==> config.mk <==
export PLATFORM = sky130hd
export DESIGN_NAME = uart_ctl_core
export DESIGN_NICKNAME = d
export VERILOG_FILES = /design/src/rtl/uart_ctl_pkg.sv /design/src/rtl/uart_cmd_decode.sv /design/src/rtl/uart_mode_regs.sv /design/src/rtl/uart_tx_hold.sv /design/src/rtl/uart_ctl_core.sv
export SDC_FILE = /design/constraint.sdc
export NUM_CORES = 1
export LEC_CHECK = 0
export CAP_MARGIN = 40
export CORE_ASPECT_RATIO = 0.8
export CORE_MARGIN = 2
export CORE_UTILIZATION = 35
export CTS_CLUSTER_SIZE = 25
export DETAILED_ROUTE_END_ITERATION = 12
export MAX_ROUTING_LAYER = met4
export PLACE_DENSITY = 0.59
export SETUP_SLACK_MARGIN = 0.15
export SLEW_MARGIN = 20
export SYNTH_ARGS = -nofsm -noshare
export SYNTH_HDL_FRONTEND = slang
export SYNTH_SLANG_ARGS = --single-unit
==> constraint.sdc <==
create_clock -name clk -period 2 [get_ports clk]
set_clock_uncertainty 0.05 [all_clocks]
set_input_delay 0.3 -clock clk [delete_from_list [all_inputs] [get_ports clk]]
set_output_delay 0.3 -clock clk [all_outputs]
set_load 0.01 [all_outputs]
==> src/rtl/uart_ctl_pkg.sv <==
package uart_ctl_pkg;
  localparam int ADDR_W = 6;
  localparam int DATA_W = 8;
  localparam int ERR_W  = 4;
  localparam int NUM_MODE = 2;
  localparam int MODE_RXSEL_BIT = 6;

  localparam logic [ADDR_W-1:0] OFS_MODE = 6'h00;
  localparam logic [ADDR_W-1:0] OFS_STAT = 6'h04;
  localparam logic [ADDR_W-1:0] OFS_CMD  = 6'h08;
  localparam logic [ADDR_W-1:0] OFS_DATA = 6'h0C;
  localparam logic [ADDR_W-1:0] OFS_AUX  = 6'h10;
  localparam logic [ADDR_W-1:0] OFS_INT  = 6'h14;
  localparam logic [ADDR_W-1:0] OFS_DIVH = 6'h18;
  localparam logic [ADDR_W-1:0] OFS_DIVL = 6'h1C;

  typedef enum logic [1:0] {
    MISC_NOP, MISC_PTR_RST, MISC_RX_RST, MISC_TX_RST
  } misc_op_e;

  typedef enum logic [1:0] {
    DIR_NOP, DIR_ON, DIR_OFF, DIR_RSVD
  } dir_op_e;

  typedef struct packed {
    misc_op_e misc;
    dir_op_e  tx;
    dir_op_e  rx;
  } cmd_t;
endpackage

==> src/rtl/uart_cmd_decode.sv <==
module uart_cmd_decode
  import uart_ctl_pkg::*;
(
  input  logic              cmd_wr,
  input  logic [DATA_W-1:0] cmd_byte,
  output cmd_t              cmd
);
  // Fields are split out only when a command write is present, so a
  // quiet cycle always decodes as three no-ops.
  always_comb begin
    if (cmd_wr) begin
      cmd.misc = misc_op_e'(cmd_byte[5:4]);
      cmd.tx   = dir_op_e'(cmd_byte[3:2]);
      cmd.rx   = dir_op_e'(cmd_byte[1:0]);
    end else begin
      cmd.misc = MISC_NOP;
      cmd.tx   = DIR_NOP;
      cmd.rx   = DIR_NOP;
    end
  end
endmodule

==> src/rtl/uart_mode_regs.sv <==
module uart_mode_regs
  import uart_ctl_pkg::*;
#(
  parameter int NUM = NUM_MODE,
  localparam int PW = (NUM > 1) ? $clog2(NUM) : 1
)(
  input  logic              clk,
  input  logic              rst,
  input  logic              wr_en,
  input  logic [DATA_W-1:0] wdata,
  input  logic              ptr_clr,
  output logic [DATA_W-1:0] rd_data,
  output logic [DATA_W-1:0] mode_first
);
  logic [PW-1:0]     ptr;
  logic [DATA_W-1:0] regs [NUM];

  for (genvar g = 0; g < NUM; g++) begin : g_mode
    always_ff @(posedge clk) begin
      if (rst) regs[g] <= '0;
      else if (wr_en && ptr == PW'(g)) regs[g] <= wdata;
    end
  end

  // Pointer steps forward after each write and sticks at the last register.
  always_ff @(posedge clk) begin
    if (rst) ptr <= '0;
    else if (ptr_clr) ptr <= '0;
    else if (wr_en && ptr != PW'(NUM-1)) ptr <= ptr + 1'b1;
  end

  assign rd_data    = regs[ptr];
  assign mode_first = regs[0];

  // a write through the shared offset never leaves the pointer at 0
  p_ptr_advance_r2: assert property (@(posedge clk) disable iff (rst)
    (!$past(rst) && $past(wr_en)) |-> (ptr != '0));
endmodule

==> src/rtl/uart_tx_hold.sv <==
module uart_tx_hold
  import uart_ctl_pkg::*;
(
  input  logic              clk,
  input  logic              rst,
  input  logic              buf_wr,
  input  logic [DATA_W-1:0] buf_data,
  input  logic              en_set,
  input  logic              en_clr,
  input  logic              xmt_reset,
  output logic              tx_en,
  output logic              tx_empty,
  output logic              tx_valid,
  output logic [DATA_W-1:0] tx_data
);
  logic [DATA_W-1:0] buf_q;
  logic en_n, emp_n, issue;

  // Reset field first, then enable field, then buffer write; an issue
  // happens only on an enable or a buffer write.
  always_comb begin
    en_n  = tx_en;
    emp_n = tx_empty;
    if (xmt_reset) begin
      en_n  = 1'b0;
      emp_n = 1'b1;
    end
    if (en_set)      en_n = 1'b1;
    else if (en_clr) en_n = 1'b0;
    if (buf_wr)      emp_n = 1'b0;
    issue = (en_set || buf_wr) && en_n && !emp_n;
    if (issue) emp_n = 1'b1;
  end

  always_ff @(posedge clk) begin
    if (rst) begin
      tx_en    <= 1'b0;
      tx_empty <= 1'b1;
      tx_valid <= 1'b0;
      buf_q    <= '0;
      tx_data  <= '0;
    end else begin
      tx_en    <= en_n;
      tx_empty <= emp_n;
      tx_valid <= issue;
      if (buf_wr) buf_q <= buf_data;
      if (issue)  tx_data <= buf_wr ? buf_data : buf_q;
    end
  end

  // an enabled transmitter never holds an unsent byte
  p_en_implies_empty_r6: assert property (@(posedge clk) disable iff (rst)
    tx_en |-> tx_empty);
  // an issued byte always leaves the holding register empty
  p_valid_empty_r5: assert property (@(posedge clk) disable iff (rst)
    tx_valid |-> tx_empty);
  // a transmitter reset drops the byte and blocks issue
  p_reset_no_issue_r7: assert property (@(posedge clk) disable iff (rst)
    (xmt_reset && !en_set) |=> (!tx_valid && tx_empty));
endmodule

==> src/rtl/uart_ctl_core.sv <==
module uart_ctl_core
  import uart_ctl_pkg::*;
#(
  parameter logic [7:0] DIVISOR_HI = 8'h00,
  parameter logic [7:0] DIVISOR_LO = 8'h1A
)(
  input  logic              clk,
  input  logic              rst,
  input  logic [ADDR_W-1:0] bus_addr,
  input  logic              bus_wr,
  input  logic              bus_rd,
  input  logic [DATA_W-1:0] bus_wdata,
  output logic [DATA_W-1:0] bus_rdata,
  output logic              irq,
  output logic              tx_valid,
  output logic [DATA_W-1:0] tx_data,
  output logic              rx_en,
  input  logic              rx_empty,
  input  logic              rx_full,
  input  logic [DATA_W-1:0] rx_head,
  input  logic [ERR_W-1:0]  rx_err,
  output logic              rx_pop,
  output logic              rx_flush
);
  logic wr_mode, wr_cmd, wr_tx, wr_int, rd_rxd;
  assign wr_mode = bus_wr && (bus_addr == OFS_MODE);
  assign wr_cmd  = bus_wr && (bus_addr == OFS_CMD);
  assign wr_tx   = bus_wr && (bus_addr == OFS_DATA);
  assign wr_int  = bus_wr && (bus_addr == OFS_INT);
  assign rd_rxd  = bus_rd && (bus_addr == OFS_DATA);

  cmd_t cmd;
  uart_cmd_decode u_dec (
    .cmd_wr   (wr_cmd),
    .cmd_byte (bus_wdata),
    .cmd      (cmd)
  );

  logic [DATA_W-1:0] mode_rd, mode0;
  uart_mode_regs #(.NUM(NUM_MODE)) u_mode (
    .clk        (clk),
    .rst        (rst),
    .wr_en      (wr_mode),
    .wdata      (bus_wdata),
    .ptr_clr    (cmd.misc == MISC_PTR_RST),
    .rd_data    (mode_rd),
    .mode_first (mode0)
  );

  logic tx_en, tx_empty;
  uart_tx_hold u_tx (
    .clk       (clk),
    .rst       (rst),
    .buf_wr    (wr_tx),
    .buf_data  (bus_wdata),
    .en_set    (cmd.tx == DIR_ON),
    .en_clr    (cmd.tx == DIR_OFF),
    .xmt_reset (cmd.misc == MISC_TX_RST),
    .tx_en     (tx_en),
    .tx_empty  (tx_empty),
    .tx_valid  (tx_valid),
    .tx_data   (tx_data)
  );

  // Receive enable: reset field first, then the receive field.
  logic rx_en_n;
  always_comb begin
    rx_en_n = rx_en;
    if (cmd.misc == MISC_RX_RST) rx_en_n = 1'b0;
    if (cmd.rx == DIR_ON)        rx_en_n = 1'b1;
    else if (cmd.rx == DIR_OFF)  rx_en_n = 1'b0;
  end

  logic [DATA_W-1:0] int_mask;
  always_ff @(posedge clk) begin
    if (rst) begin
      rx_en    <= 1'b0;
      int_mask <= '0;
      rx_pop   <= 1'b0;
      rx_flush <= 1'b0;
    end else begin
      rx_en    <= rx_en_n;
      if (wr_int) int_mask <= bus_wdata;
      rx_pop   <= rd_rxd && !rx_empty;
      rx_flush <= (cmd.misc == MISC_RX_RST);
    end
  end

  logic [DATA_W-1:0] status, int_stat;
  logic rx_src;
  assign status   = {rx_err, tx_empty, tx_en, rx_full, !rx_empty};
  assign rx_src   = mode0[MODE_RXSEL_BIT] ? rx_full : !rx_empty;
  assign int_stat = {{(DATA_W-2){1'b0}}, rx_src, tx_en};
  assign irq      = |(int_stat & int_mask);

  logic [DATA_W-1:0] rd_mux;
  always_comb begin
    case (bus_addr)
      OFS_MODE: rd_mux = mode_rd;
      OFS_STAT: rd_mux = status;
      OFS_DATA: rd_mux = rx_empty ? '0 : rx_head;
      OFS_INT:  rd_mux = int_stat;
      OFS_DIVH: rd_mux = DIVISOR_HI;
      OFS_DIVL: rd_mux = DIVISOR_LO;
      default:  rd_mux = '0;
    endcase
  end

  always_ff @(posedge clk) begin
    if (rst) bus_rdata <= '0;
    else     bus_rdata <= bus_rd ? rd_mux : '0;
  end

  // no interrupt while the mask is clear
  p_irq_masked_r10: assert property (@(posedge clk) disable iff (rst)
    (int_mask == '0) |-> !irq);
  // a pop only follows a data read of a non-empty FIFO
  p_pop_nonempty_r4: assert property (@(posedge clk) disable iff (rst)
    rx_pop |-> ($past(rd_rxd) && !$past(rx_empty)));
  // a flush pulse follows only a receiver reset command
  p_flush_cmd_r7: assert property (@(posedge clk) disable iff (rst)
    rx_flush |-> $past(wr_cmd));
  // a reserved receive code holds the enable when no reset comes along
  p_rx_rsvd_r8: assert property (@(posedge clk) disable iff (rst)
    (cmd.rx == DIR_RSVD && cmd.misc != MISC_RX_RST) |=> $stable(rx_en));
endmodule

======== Word-level counts from Yosys, hierarchy flattened ========
Memory sizes are Yosys's and may differ from the RTL's. A register that Yosys moved wholly into a read port is not among the register bits.
Cells that the tools add are included.
cells by class
  add/subtract/negate cells ............... 1
  equal/unequal tests ..................... 12
  mux-type cells .......................... 25
  bitwise operators ....................... 5
  reductions and logical operators ........ 19
operator list
  cell                                                 number
  one-hot mux 8 bit (5 select lines)                   1
  two-way mux 8 bit                                    4
  two-way mux 1 bit                                    19
  equality test 6 x 4 -> 1 bit, second input constant  2
  equality test 6 x 5 -> 1 bit, second input constant  2
  logical AND 1 bit                                    10
  bitwise AND 2 x 8 -> 8 bit                           1
  equality test 2 bit, second input constant           4
  OR reduction 8 bit                                   1
  equality test 2 x 1 -> 1 bit, second input constant  3
  equality test 6 x 3 -> 1 bit, second input constant  1
  zero test 6 bit                                      1
  two-way mux 6 bit                                    1
  OR reduction 2 bit                                   3
  nonzero test 3 bit                                   1
  zero test 1 bit                                      2
  NOT 1 bit                                            2
  bitwise OR 1 bit                                     2
  adder 1 bit, second input constant                   1
  logical OR 1 bit                                     1
storage, ports and cells
  flip-flop bits (word level) ............. 39
  bits in writable memories ............... 16
  input bits .............................. 32
  output and inout port bits .............. 21
  logic and storage cells ................. 74
  memories ................................ 1
memories
  memory       words  width  read ports  clocked after memory_dff  wr ports  RTL line              RTL
  u_mode.regs  2      8      2           1                         2         uart_mode_regs.sv:16  logic [DATA_W-1:0] regs [NUM];

======== Longest topological paths before layout ========
Gate-level depths: netlist of run 1.
  depth in word-level cells ............... 10
  depth in mapped cells ................... 6
  mapped depth without buffers ............ 4

======== By module ========
A second synthesis of run 1 with hierarchy kept.
unflattened totals
  cell total of the unflattened synthesis .. 215
  area, all modules ....................... 2288.4 sq um
by module, submodules not included
  module           times used  cells an instance  area an instance (sq um)  sequential area each (sq um)
  uart_mode_regs   1           60                 808.3                     520.5
  uart_tx_hold     1           65                 724.4                     380.4
  uart_ctl_core    1           84                 718.2                     260.2
  uart_cmd_decode  1           6                  37.5                      0.0

======== Worst setup path before layout of run 1 ========
Ideal clock, no wire load.
  path kind ............................... input port to flip-flop
  start ................................... in bus_addr[4]
  end ..................................... mem u_mode.regs[0][0] (enable)
  setup time .............................. 0.375 ns
  data arrival time ....................... 1.645 ns
  required time ........................... 1.575 ns
  setup slack ............................. -0.069 ns
  stages .................................. 4
  buffers on the path ..................... 1
  cells stage by stage .................... clkbuf_1 > nor4_2 > nand3_1 > o21bai_1
RTL lines
  what                RTL line              RTL
  start: declaration  uart_ctl_core.sv:9    input logic [ADDR_W-1:0] bus_addr,
  end: declaration    uart_mode_regs.sv:16

======== Final worst setup path of run 1 ========
  start ................................... in bus_addr[0]
  end ..................................... reg u_tx.tx_data[6]
between the ends
  longest elaborated chain between the ends .. 9
  elaborated cells between the ends (all ways) .. 18
  those cells by class .................... 5 x eq/ne; 7 x mux; 6 x reduce/logical
ends and longest elaborated chain
  what                            RTL line               RTL
  equality test 6 x 4 -> 1 bit    uart_ctl_core.sv:27    assign wr_cmd = bus_wr && (bus_addr == OFS_CMD);
  logical AND 1 bit               uart_ctl_core.sv:27
  two-way mux 6 bit               uart_cmd_decode.sv:11  if (cmd_wr) begin
  equality test 2 bit             uart_ctl_core.sv:58    .xmt_reset (cmd.misc == MISC_TX_RST),
  two-way mux 1 bit               uart_tx_hold.sv:24     if (xmt_reset) begin
  two-way mux 1 bit               uart_tx_hold.sv:29     else if (en_clr) en_n = 1'b0;
  two-way mux 1 bit               uart_tx_hold.sv:28     if (en_set) en_n = 1'b1;
  logical AND 1 bit (2 in a row)  uart_tx_hold.sv:31     issue = (en_set || buf_wr) && en_n && !emp_n;
  end signal: assignment          uart_tx_hold.sv:47     if (issue) tx_data <= buf_wr ? buf_data : buf_q;
  end: declaration                uart_tx_hold.sv:14     output logic [DATA_W-1:0] tx_data
Parallel ways exist; a longest one is shown, timed or not.
A chain may end at the register's enable or synchronous reset.

==> metrics.md, run 1 <==
| Metric | Value |
|---|---|
| HPWL after DPL | 4.518 mm |
| Fillers | 552 |
| Share of layout cells above drive strength 1 | 21.47% |
| Buffers & Inverters on Critical Path | 1 |
| Crit-path max cell delay | 520 ps |
| CTS Buf Count | 5 |
| N_diodes | 0 |
| Comb pwr share | 10.6% |
| Drt pass-1 iters | 4 |
| Max Cap Violations | 0 |
| Die W | 92.48 µm |
| Cells after synthesis | 219 |
| CP delay by family, top | simple AND/OR/NAND/NOR gates |
| Clock Power Share | 34.8% |
| Drt via density | 5.148 |
| Synth async-reset ratio | 0% |
| Avg Inst Size Synth | 10.01 µm² |
| Total power | 1.957 mW |
| Hold_ws | 419.7 ps |
| CP Depth | 5 |
| # DRC | 0 |
| Crit path launch | bus_addr[0] |
| Antenna Nets Post-Route | 0 |
| Synth Flop Type | dfxtp_1 |
| Die footprint | 0.006916 mm² |
| Int Pwr | 1.496 mW |
| Worst-path fanout max | 8 |
| Cells on worst reg2reg path | 5 |
| Worst relative slew slack | 66.94% |
| Unrepaired setup endpoints after global routing | no |
| Top cells by area, synth | dfxtp_1 31%, edfxtp_1 22%, nand2_1 5.3%, mux2i_1 4.6%, a21oi_1 4.3% |
| Largest net degree at the start of global routing | 21 |
| Worst Setup Start Kind | input pin |
| Setup crit end kind | register |
| Hold Path Depth | 2 |
| Max VDD drop | 0.0002362 V |
| Number of synthesized flops with an enable pin | 16 |
| Sink Count | 50 |
| CTS clk-pin slew, worst paths | 90 ps |
| Final wirelength | 6.129 mm |
| Clock buffer depth | 2 |
| I/O pin total | 53 |
| Vias | 2023 |
| Row Count | 25 |
| Overflow after GRT | 0 |
| Global Route Usage Sum | 18.79% |
| DP Worst Slack | -397.6 ps |
| Placer Congestion | 0.8560 |
| Power Density | 598.5 mW/mm² |
| Cells after DPL | 382 |
| H-tree levels | 2 |
| Setup violators final | 0 |
| Critical path arrival | 1910 ps |
| Final Cell Area | 0.003269 mm² |
| Starting Density | 36.69% |
| CTS Root Cell | clkbuf_8 |
| Top-area cell type share of the netlist area | 31.05% |
| Critical setup path kind | in2reg |
| Flops & latches, synth | 50 |
| Chip Height | 74.79 µm |
| Iteration-0 DRC Markers | 118 |
| Net Sw Frac | 23.52% |
| Buffers added on ports | 52 |
| Initial antenna violation count | 0 |
| Fmax | 562.3 MHz |
| Sequential-to-total area share from yosys stat | 52.97% |
| Outcome | finished, final reports clean |
| Routed length per placed instance | 15.60 µm |
| Class of the most critical hold timing path | reg2reg |
| Via count of the first global-routing pass | 1934 |
| Synth-to-Final Area Change | 49.14% |
| Hold_sp | u_tx.buf_q[5] |
| CP cell instances | dlygate4sd2_1 > or4b_4 > or3_4 > a21oi_4 > a311oi_1 |
| Final Hold Vio Count | 0 |
| Worst path required time | 2130 ps |
| Static leakage | 1.196 nW |
| Area of the mapped netlist | 0.002192 mm² |
| Slowest CP cell | or4b_4 |
| Psw | 0.4602 mW |
| First-pass GRT wire length | 9.604 mm |
| Register area | 0.001161 mm² |
| Worst r2r src | u_tx.tx_en |
| TritonCTS clock tree | built |
| Actual slew at the worst max-slew pin | 495.3 ps |
| Yosys Warn Count | 0 |
| Fin cells | 393 |
| Largest area contributor in the netlist | dfxtp_1 |
| Area post-placement | 0.003112 mm² |
| Hold Buf Count CTS | 0 |
| Area of the multi-input gates | 0.001035 mm² |
| Post-synthesis cell type count | 45 |
| Share of the clock period used by the worst path | 88.92% |
| Sequential Power Share | 54.5% |
| Mapped Nets | 251 |
| Core Area | 0.005974 mm² |
| Fin nets | 343 |
| Min Tclk post-route | 1778 ps |
| Final WS setup | 221.6 ps |
| Clk_lat worst skew | 310 ps |
| Final slew viol count | 0 |
[registers in the layout, indices dropped and copies added (netlist names), 2 cells and up, named ones only]
| name | count |
|---|---|
| u_tx.tx_data | 8 |
| u_tx.buf_q | 8 |
| int_mask | 2 |
| bus_rdata | 8 |
| u_mode.regs | 16 |
[worst min-delay path, delay by kind of cell, from the launching register on]
| kind | cells | cell delay, ps |
|---|---|---|
| compound gates | 1 | 60 |
| flops | 1 | 310 |
| simple gates | 1 | 60 |
[metal layers]
layer | vias up | GRT usage (%) | wire length (µm)
met3 | 7 | 3.704 | 426
met2 | 64 | 29.03 | 2657
li1 | 991 | - | -
met1 | 961 | 25.46 | 2988
met4 | 0 | 5.307 | 57
met5 | - | - | 0
[metrics by stage]
stage | setup TNS (ps) | util, %
4_1_cts | 0 | 54.16
3_3_place_gp | -13050 | 52.08
6_report | 0 | 54.72
3_5_place_dp | -13550 | 52.08
5_1_grt | 0 | 54.72
2_1_floorplan | 0 | -
[layout make-up]
| type | count | area share (%) |
|---|---|---|
| sequential | 50 | 35.51 |
| multi-input combinational | 154 | 31.65 |
| timing repair buffer | 95 | 25.87 |
| tap | 81 | 3.100 |
| clock buffer | 6 | 2.870 |
| inverter | 5 | 0.5741 |
| clock inverter | 2 | 0.4210 |
[synth_stat cells (2+ instances only)]
| cell | n |
|---|---|
| a22oi_1 | 2 |
| a211o_1 | 2 |
| o211ai_1 | 2 |
| and2_1 | 15 |
| clkbuf_1 | 8 |
| dfxtp_1 | 34 |
| nor2_1 | 13 |
| o21ai_0 | 6 |
| nand2_1 | 31 |
| edfxtp_1 | 16 |
| nor4_1 | 2 |
| nor3_1 | 4 |
| nand2b_1 | 2 |
| a21oi_1 | 19 |
| a32oi_1 | 5 |
| and3_1 | 2 |
| mux2i_1 | 10 |
| o21bai_1 | 2 |
| buf_2 | 2 |
| a32o_1 | 4 |
| a31oi_1 | 2 |
| a21o_1 | 2 |
| a311oi_1 | 8 |
| inv_1 | 5 |
[logic make-up after synthesis]
group | count (synthesis) | synth area share [%]
AND/OR/NAND/NOR | 83 | 19.86
flip-flops | 50 | 52.97
multiplexers | 10 | 4.566
AO/OA/AOI/OAI | 61 | 19.92
buffers and inverters | 15 | 2.683
[path summary, 6_finish.rpt]
kind                                         to  slack (ps)
worst max-delay path            u_tx.tx_data[6]         220
worst min-delay path              u_tx.buf_q[5]         420
worst max register to register  u_tx.tx_data[7]         470
worst min register to register    u_tx.buf_q[5]         420
[placed cells by master (no fill, tap or decap), types with 2 or more instances in the layout]
cell,n
edfxtp_1,16
dlygate4sd2_1,2
buf_6,2
mux2i_1,10
and2_1,15
a21o_1,2
nor2_1,13
or3_4,2
a21oi_1,19
nor3_1,3
a31oi_1,2
a311oi_1,8
a32oi_1,5
o211ai_1,2
dfxtp_1,34
and3_1,2
o21ai_0,6
clkbuf_2,3
a32o_1,4
a22oi_1,2
a211o_1,2
nand2_1,31
inv_1,5
clkbuf_8,5
clkdlybuf4s50_1,46
buf_4,40
nor4_1,2
[power by group through the flow]
stage / combinational, mW / clock, mW / sequential (mW)
finish: 0.208 / 0.682 / 1.07
global route: 0.223 / 0.736 / 1.07
CTS: 0.202 / 0.687 / 1.07
detailed placement: 0.202 / 0 / 1.09
global placement: 0.202 / 0 / 1.09
floorplan: 0.0619 / 0 / 1.09
[what timing repair did]
action | in CTS | in global routing
setup endpoints to repair | 53 | 18
gates cloned | 0 | 1
pin swaps | 10 | 7
setup buffers | 1 | 1
endpoints found under the hold margin | 0 | 0
gates resized for setup | 11 | 12
No activity file was read; power rests on OpenSTA's default activity.
==> inputs of run 2 (changes only) <==
- CTS_CLUSTER_DIAMETER: unset -> 40
==> results of run 2 <==
The final DEF is identical to that of run 1; final timing and power are the same.
